<file path="config.mk">
export PLATFORM = sky130hd
export DESIGN_NAME = perf_volt_sel
export DESIGN_NICKNAME = d
export VERILOG_FILES = /design/src/rtl/vsel_pkg.sv /design/src/rtl/vsel_term.sv /design/src/rtl/vsel_loss.sv /design/src/rtl/vsel_ctrl.sv /design/src/rtl/perf_volt_sel.sv
export SDC_FILE = /design/constraint.sdc
export NUM_CORES = 1
export LEC_CHECK = 0
export CAP_MARGIN = 10
export CORE_MARGIN = 1.5
export CORE_UTILIZATION = 42
export DETAILED_ROUTE_END_ITERATION = 7
export DONT_BUFFER_PORTS = 1
export PLACE_DENSITY_LB_ADDON = 0.25
export SETUP_SLACK_MARGIN = 0.05
export SLEW_MARGIN = 40
export SYNTH_ARGS = -nofsm -noshare
export SYNTH_HDL_FRONTEND = slang
export SYNTH_SLANG_ARGS = --single-unit
</file>
<file path="constraint.sdc">
create_clock -name clk -period 33.3 [get_ports clk]
set_input_delay 6.66 -clock clk [delete_from_list [all_inputs] [get_ports clk]]
set_output_delay 6.66 -clock clk [all_outputs]
set_load 0.02 [all_outputs]
</file>
<file path="src/rtl/vsel_pkg.sv">
package vsel_pkg;
    typedef enum logic [1:0] {
        ST_IDLE = 2'd0,
        ST_EVAL = 2'd1,
        ST_DONE = 2'd2
    } vsel_state_e;

    localparam int NUM_TERMS = 3;
endpackage

</file>
<file path="src/rtl/vsel_term.sv">
module vsel_term #(
    parameter int COEF_W = 16,
    parameter int OPD_W  = 10,
    localparam int PROD_W = COEF_W + OPD_W + 1
) (
    input  logic signed [COEF_W-1:0] coef_i,
    input  logic        [OPD_W-1:0]  opd_i,
    output logic signed [PROD_W-1:0] prod_o
);
    logic signed [PROD_W-1:0] coef_ext;
    logic signed [PROD_W-1:0] opd_ext;

    always_comb begin
        coef_ext = {{(PROD_W-COEF_W){coef_i[COEF_W-1]}}, coef_i};
        opd_ext  = {{(PROD_W-OPD_W){1'b0}}, opd_i};
        prod_o   = coef_ext * opd_ext;
    end
endmodule

</file>
<file path="src/rtl/vsel_loss.sv">
module vsel_loss
    import vsel_pkg::*;
#(
    parameter int COEF_W = 16,
    parameter int LAT_W  = 8,
    parameter int STAT_W = 10,
    parameter int LOSS_W = 16
) (
    input  logic [4*COEF_W-1:0]      coef_i,
    input  logic [LAT_W-1:0]         lat_i,
    input  logic [STAT_W-1:0]        mpki_i,
    input  logic [STAT_W-1:0]        stall_i,
    output logic signed [LOSS_W-1:0] loss_o
);
    localparam int OPD_W  = (LAT_W > STAT_W) ? LAT_W : STAT_W;
    localparam int PROD_W = COEF_W + OPD_W + 1;
    localparam int SUM_W  = PROD_W + 2;
    localparam logic signed [SUM_W-1:0] MAX_V =
        {{(SUM_W-LOSS_W+1){1'b0}}, {(LOSS_W-1){1'b1}}};
    localparam logic signed [SUM_W-1:0] MIN_V =
        {{(SUM_W-LOSS_W+1){1'b1}}, {(LOSS_W-1){1'b0}}};

    logic        [OPD_W-1:0]  opd  [NUM_TERMS];
    logic signed [PROD_W-1:0] prod [NUM_TERMS];
    logic signed [COEF_W-1:0] bias;
    logic signed [SUM_W-1:0]  sum;

    assign opd[0] = OPD_W'(lat_i);
    assign opd[1] = OPD_W'(mpki_i);
    assign opd[2] = OPD_W'(stall_i);
    assign bias   = coef_i[COEF_W-1:0];

    for (genvar g = 0; g < NUM_TERMS; g++) begin : g_term
        vsel_term #(
            .COEF_W(COEF_W),
            .OPD_W (OPD_W)
        ) u_term (
            .coef_i(coef_i[(g+1)*COEF_W +: COEF_W]),
            .opd_i (opd[g]),
            .prod_o(prod[g])
        );
    end

    always_comb begin
        sum = {{(SUM_W-COEF_W){bias[COEF_W-1]}}, bias};
        for (int t = 0; t < NUM_TERMS; t++) begin
            sum = sum + {{(SUM_W-PROD_W){prod[t][PROD_W-1]}}, prod[t]};
        end
        if (sum > MAX_V) begin
            loss_o = MAX_V[LOSS_W-1:0];
        end else if (sum < MIN_V) begin
            loss_o = MIN_V[LOSS_W-1:0];
        end else begin
            loss_o = sum[LOSS_W-1:0];
        end
    end
endmodule

</file>
<file path="src/rtl/vsel_ctrl.sv">
module vsel_ctrl
    import vsel_pkg::*;
#(
    parameter int NUM_LVL = 8,
    parameter int NUM_APP = 4,
    localparam int LVL_W = (NUM_LVL > 1) ? $clog2(NUM_LVL) : 1,
    localparam int APP_W = (NUM_APP > 1) ? $clog2(NUM_APP) : 1
) (
    input  logic             clk,
    input  logic             rst_n,
    input  logic             start_i,
    input  logic             pass_i,
    output logic [LVL_W-1:0] lvl_o,
    output logic [APP_W-1:0] app_o,
    output logic [LVL_W-1:0] sel_o,
    output logic             done_o
);
    vsel_state_e      state_q, state_d;
    logic [LVL_W-1:0] lvl_q, best_q, sel_q;
    logic [APP_W-1:0] app_q;
    logic             app_last, lvl_last;

    assign app_last = (int'(app_q) == NUM_APP - 1);
    assign lvl_last = (int'(lvl_q) == NUM_LVL - 1);

    always_comb begin
        state_d = state_q;
        unique case (state_q)
            ST_IDLE: if (start_i) state_d = ST_EVAL;
            ST_EVAL: if (!pass_i || (app_last && lvl_last)) state_d = ST_DONE;
            ST_DONE: state_d = ST_IDLE;
            default: state_d = ST_IDLE;
        endcase
    end

    always_ff @(posedge clk) begin
        if (!rst_n) begin
            state_q <= ST_IDLE;
        end else begin
            state_q <= state_d;
        end
    end

    always_ff @(posedge clk) begin
        if (!rst_n) begin
            lvl_q  <= '0;
            app_q  <= '0;
            best_q <= '0;
            sel_q  <= '0;
        end else begin
            unique case (state_q)
                ST_IDLE: begin
                    if (start_i) begin
                        lvl_q  <= LVL_W'(1);
                        app_q  <= '0;
                        best_q <= '0;
                    end
                end
                ST_EVAL: begin
                    if (!pass_i) begin
                        sel_q <= best_q;
                    end else if (app_last) begin
                        best_q <= lvl_q;
                        app_q  <= '0;
                        if (lvl_last) begin
                            sel_q <= lvl_q;
                        end else begin
                            lvl_q <= lvl_q + LVL_W'(1);
                        end
                    end else begin
                        app_q <= app_q + APP_W'(1);
                    end
                end
                default: ;
            endcase
        end
    end

    always_comb begin
        lvl_o  = lvl_q;
        app_o  = app_q;
        sel_o  = sel_q;
        done_o = (state_q == ST_DONE);
    end


    done_pulse_chk: assert property (@(posedge clk) disable iff (!rst_n)
        done_o |=> !done_o);


    sel_hold_chk: assert property (@(posedge clk) disable iff (!rst_n)
        !$stable(sel_o) |-> done_o);


    stop_on_fail_chk: assert property (@(posedge clk) disable iff (!rst_n)
        (state_q == ST_EVAL && !pass_i) |=> (done_o && sel_o == $past(best_q)));


    lvl_range_chk: assert property (@(posedge clk) disable iff (!rst_n)
        (state_q == ST_EVAL) |-> (lvl_q != '0 && int'(lvl_q) < NUM_LVL));


    accept_all_chk: assert property (@(posedge clk) disable iff (!rst_n)
        ($past(state_q) == ST_EVAL && !$stable(best_q))
            |-> ($past(pass_i) && int'($past(app_q)) == NUM_APP - 1));
endmodule

</file>
<file path="src/rtl/perf_volt_sel.sv">
module perf_volt_sel
    import vsel_pkg::*;
#(
    parameter int NUM_LVL = 8,
    parameter int NUM_APP = 4,
    parameter int LAT_W   = 8,
    parameter int STAT_W  = 10,
    parameter int COEF_W  = 16,
    parameter int LOSS_W  = 16,
    localparam int LVL_W = (NUM_LVL > 1) ? $clog2(NUM_LVL) : 1
) (
    input  logic                      clk,
    input  logic                      rst_n,
    input  logic                      start_i,
    input  logic signed [LOSS_W-1:0]  target_i,
    input  logic [4*COEF_W-1:0]       coef_i,
    input  logic [NUM_LVL*LAT_W-1:0]  lat_tbl_i,
    input  logic [NUM_APP*STAT_W-1:0] mpki_i,
    input  logic [NUM_APP*STAT_W-1:0] stall_i,
    output logic [LVL_W-1:0]          sel_idx_o,
    output logic                      done_o
);
    localparam int APP_W = (NUM_APP > 1) ? $clog2(NUM_APP) : 1;

    logic [LVL_W-1:0]         lvl;
    logic [APP_W-1:0]         app;
    logic [LAT_W-1:0]         cur_lat;
    logic [STAT_W-1:0]        cur_mpki, cur_stall;
    logic signed [LOSS_W-1:0] loss;
    logic                     pass;

    assign cur_lat   = lat_tbl_i[lvl*LAT_W +: LAT_W];
    assign cur_mpki  = mpki_i[app*STAT_W +: STAT_W];
    assign cur_stall = stall_i[app*STAT_W +: STAT_W];
    assign pass      = (loss <= target_i);

    vsel_loss #(
        .COEF_W(COEF_W),
        .LAT_W (LAT_W),
        .STAT_W(STAT_W),
        .LOSS_W(LOSS_W)
    ) u_loss (
        .coef_i (coef_i),
        .lat_i  (cur_lat),
        .mpki_i (cur_mpki),
        .stall_i(cur_stall),
        .loss_o (loss)
    );

    vsel_ctrl #(
        .NUM_LVL(NUM_LVL),
        .NUM_APP(NUM_APP)
    ) u_ctrl (
        .clk    (clk),
        .rst_n  (rst_n),
        .start_i(start_i),
        .pass_i (pass),
        .lvl_o  (lvl),
        .app_o  (app),
        .sel_o  (sel_idx_o),
        .done_o (done_o)
    );
endmodule

</file>
==> impl_metrics.tcl <==
set metrics [dict create \
    status "finished clean" \
    setup_viol 0 \
    post-cts-setup-buffers 0 \
    synth_edf_count 0 \
    ys_top_cells_by_area "fa_1 (40%), ha_1 (13%), inv_1 (11%)" \
    drtPass1Iterations 5 \
    die_x_um 232 \
    tritoncts "built" \
    cts_root_buf "clkbuf_16" \
    clk_pin_slew_ns 0.04 \
    io_buffers 0 \
    antenna_found_initial 3 \
    maxCapViolCount 0 \
    synth_cell_types 79 \
    post_cts_resized 0 \
    holdCritPathClass "flip-flop to flip-flop" \
    grt_pass1_vias 17700 \
    dieArea_um2 53800 \
    initialDrtViolationCount 662 \
    fin_crit_ns 18.29 \
    yosysSeqAreaShare_pct 1.18 \
    grt.overflow.total 0 \
    syn2layout_area_growth_pct 3.06 \
    clk_latency_ns 0.24 \
    cts.htree.levels 1 \
    fin_cells 3139 \
    globalRouteTotalUtil_pct 20.3 \
    max_freq_ghz 0.0547 \
    slew_headroom_pct 49.5 \
    cp-start-kind "input port" \
    design.core.area_um2 51500 \
    cts.path.max_buffers 2 \
    most-common-layout-cells "inv_1 (636), fa_1 (443), nand2_1 (276), ha_1 (226), and2_1 (171)" \
    syn_avg_cell_area_um2 8.70 \
    dp_worst_setup_slack_ns 14.83 \
    drive_above_1_share_pct 3.13 \
    synth-main-ff-cell "dfxtp_1" \
    path_class "input port to flip-flop" \
    yosysTopAreaCellShare_pct 40.3 \
    worstSetupEndpointType "flip-flop" \
    num_rows 83 \
    syn_nets 3425 \
    tightestPinTransition_ns 0.751 \
    clock_skew_ns 0.00244 \
    ios 231 \
    final_common_cell "inv_1" \
    cp_max_fo 16 \
    initial_core_util_pct 42.7 \
    rsz0062_at_grt "false" \
    critical_path_arrival_ns 18.45 \
    max_stage_delay_ns 0.64 \
    finalSetupTns_ns 0 \
    holdBufCountCts 0 \
    synth_cells 2529 \
    fin_crit_sh_pct 54.9 \
    yosysTopAreaCell "fa_1" \
    grt_max_degree 24 \
    numClockSinks 13 \
    nNetsFinal 3356 \
    viasPerCell 5.21 \
    ys_warn_count 0 \
    layout_setup_ws_ns 15.01 \
    fillers 5149 \
    final_max_slew_viol_count 0 \
    synth_area_um2 22000 \
    dp_hpwl_mm 46.3 \
    vias 16300 \
    synth.ff_latch_count 13 \
    hold_viol_final 0 \
    slowest_stage "mux4_2" \
    numCtsBuffers 3 \
    diodes 0 \
    grt_pass1_wl_mm 88.3 \
    routed_wl_mm 52.4 \
    synth-async-reset-ratio_pct 0 \
    place_inst 3135 \
    holdWs_ns 0.480 \
    post_drt_wl_per_cell_um 16.7 \
    crit_required_ns 33.46 \
    place_congestion 0.859 \
    ant_nets 0 \
    drcViolationCount 0 \
    die_h_um 232 \
]
[stage by stage]
stage | instance area (µm²) | utilization [%]
after floorplan | 22000 | -
after global placement | 22600 | 43.8
after detailed placement | 22600 | 43.9
after CTS | 22700 | 44.0
after global routing | 22700 | 44.0
final | 22700 | 44.0
[registers in the layout (all words and copies together) (netlist names)]
name	count
u_ctrl.sel_o	3
u_ctrl.lvl_o	3
u_ctrl.best_q	3
u_ctrl.state_q	2
u_ctrl.app_o	2
[critical path, delay by kind of cell]
family | cells | cell delay, ns
adder cells (fa/ha/maj) | 9 | 3.99
AND/OR/NAND/NOR | 7 | 1.74
XOR/XNOR | 2 | 0.38
AO/OA/AOI/OAI | 18 | 4.62
multiplexers | 2 | 0.86
buffers and inverters | 4 | 0.18
[logic make-up (layout without fill, tap and decap cells)]
logic type,Yosys count,count (layout),share of synthesized area (%)
buf+inv,715,645,12.2
compound gates,296,296,9.10
flops,13,13,1.18
simple gates,681,681,15.7
fa+ha+maj,669,669,53.2
mux,51,51,4.40
xor+xnor,104,104,4.17
[layer usage]
layer  vias to the layer above  GRT usage, %  routed length [µm]
li1                       7661             -                   -
met1                      8276          26.7               22700
met2                       351          36.3               26300
met3                        57          1.93                2200
met4                         2          4.18                1170
met5                         -             0                  13
[path summary, 6_finish.rpt]
check / cells past startpoint / slack (ns) / end / from
hold reg to reg: 2 / 0.48 / u_ctrl.app_o[1] / u_ctrl.app_o[1]
setup reg to reg: 42 / 20.64 / u_ctrl.lvl_o[1] / u_ctrl.app_o[0]
setup / recovery: 42 / 15.01 / u_ctrl.lvl_o[1] / stall_i[32]
hold / removal: 2 / 0.48 / u_ctrl.app_o[1] / u_ctrl.app_o[1]
[area by class of cell]
class	count	area (µm²)	area share, %
inverters	636	2390	10.5
multi-input cells	1801	19100	84.0
well taps	680	851	3.75
clock buffers	4	78.8	0.348
flip-flops and latches	13	267	1.18
repair buffers	5	37.5	0.166
[Yosys cell counts (all sizes together), types with 5 or more instances]
master,instances
inv,636
fa,443
nand2,276
ha,226
and2,172
a21oi,90
xnor2,66
nor2b,62
clkbuf,45
nor2,44
o21ai,44
a21o,41
xor2,38
mux4,36
buf,34
nand3,26
nand2b,22
nand4,19
nor3,19
o211ai,17
dfxtp,13
o21a,13
o21bai,12
nor4,11
a211oi,10
a21boi,10
mux2i,9
and3,7
o31ai,7
a31oi,6
mux2,6
a31o,5
Power is not shown: default switching activity piles up to over one toggle a cycle in this logic, so the estimate is an artifact.
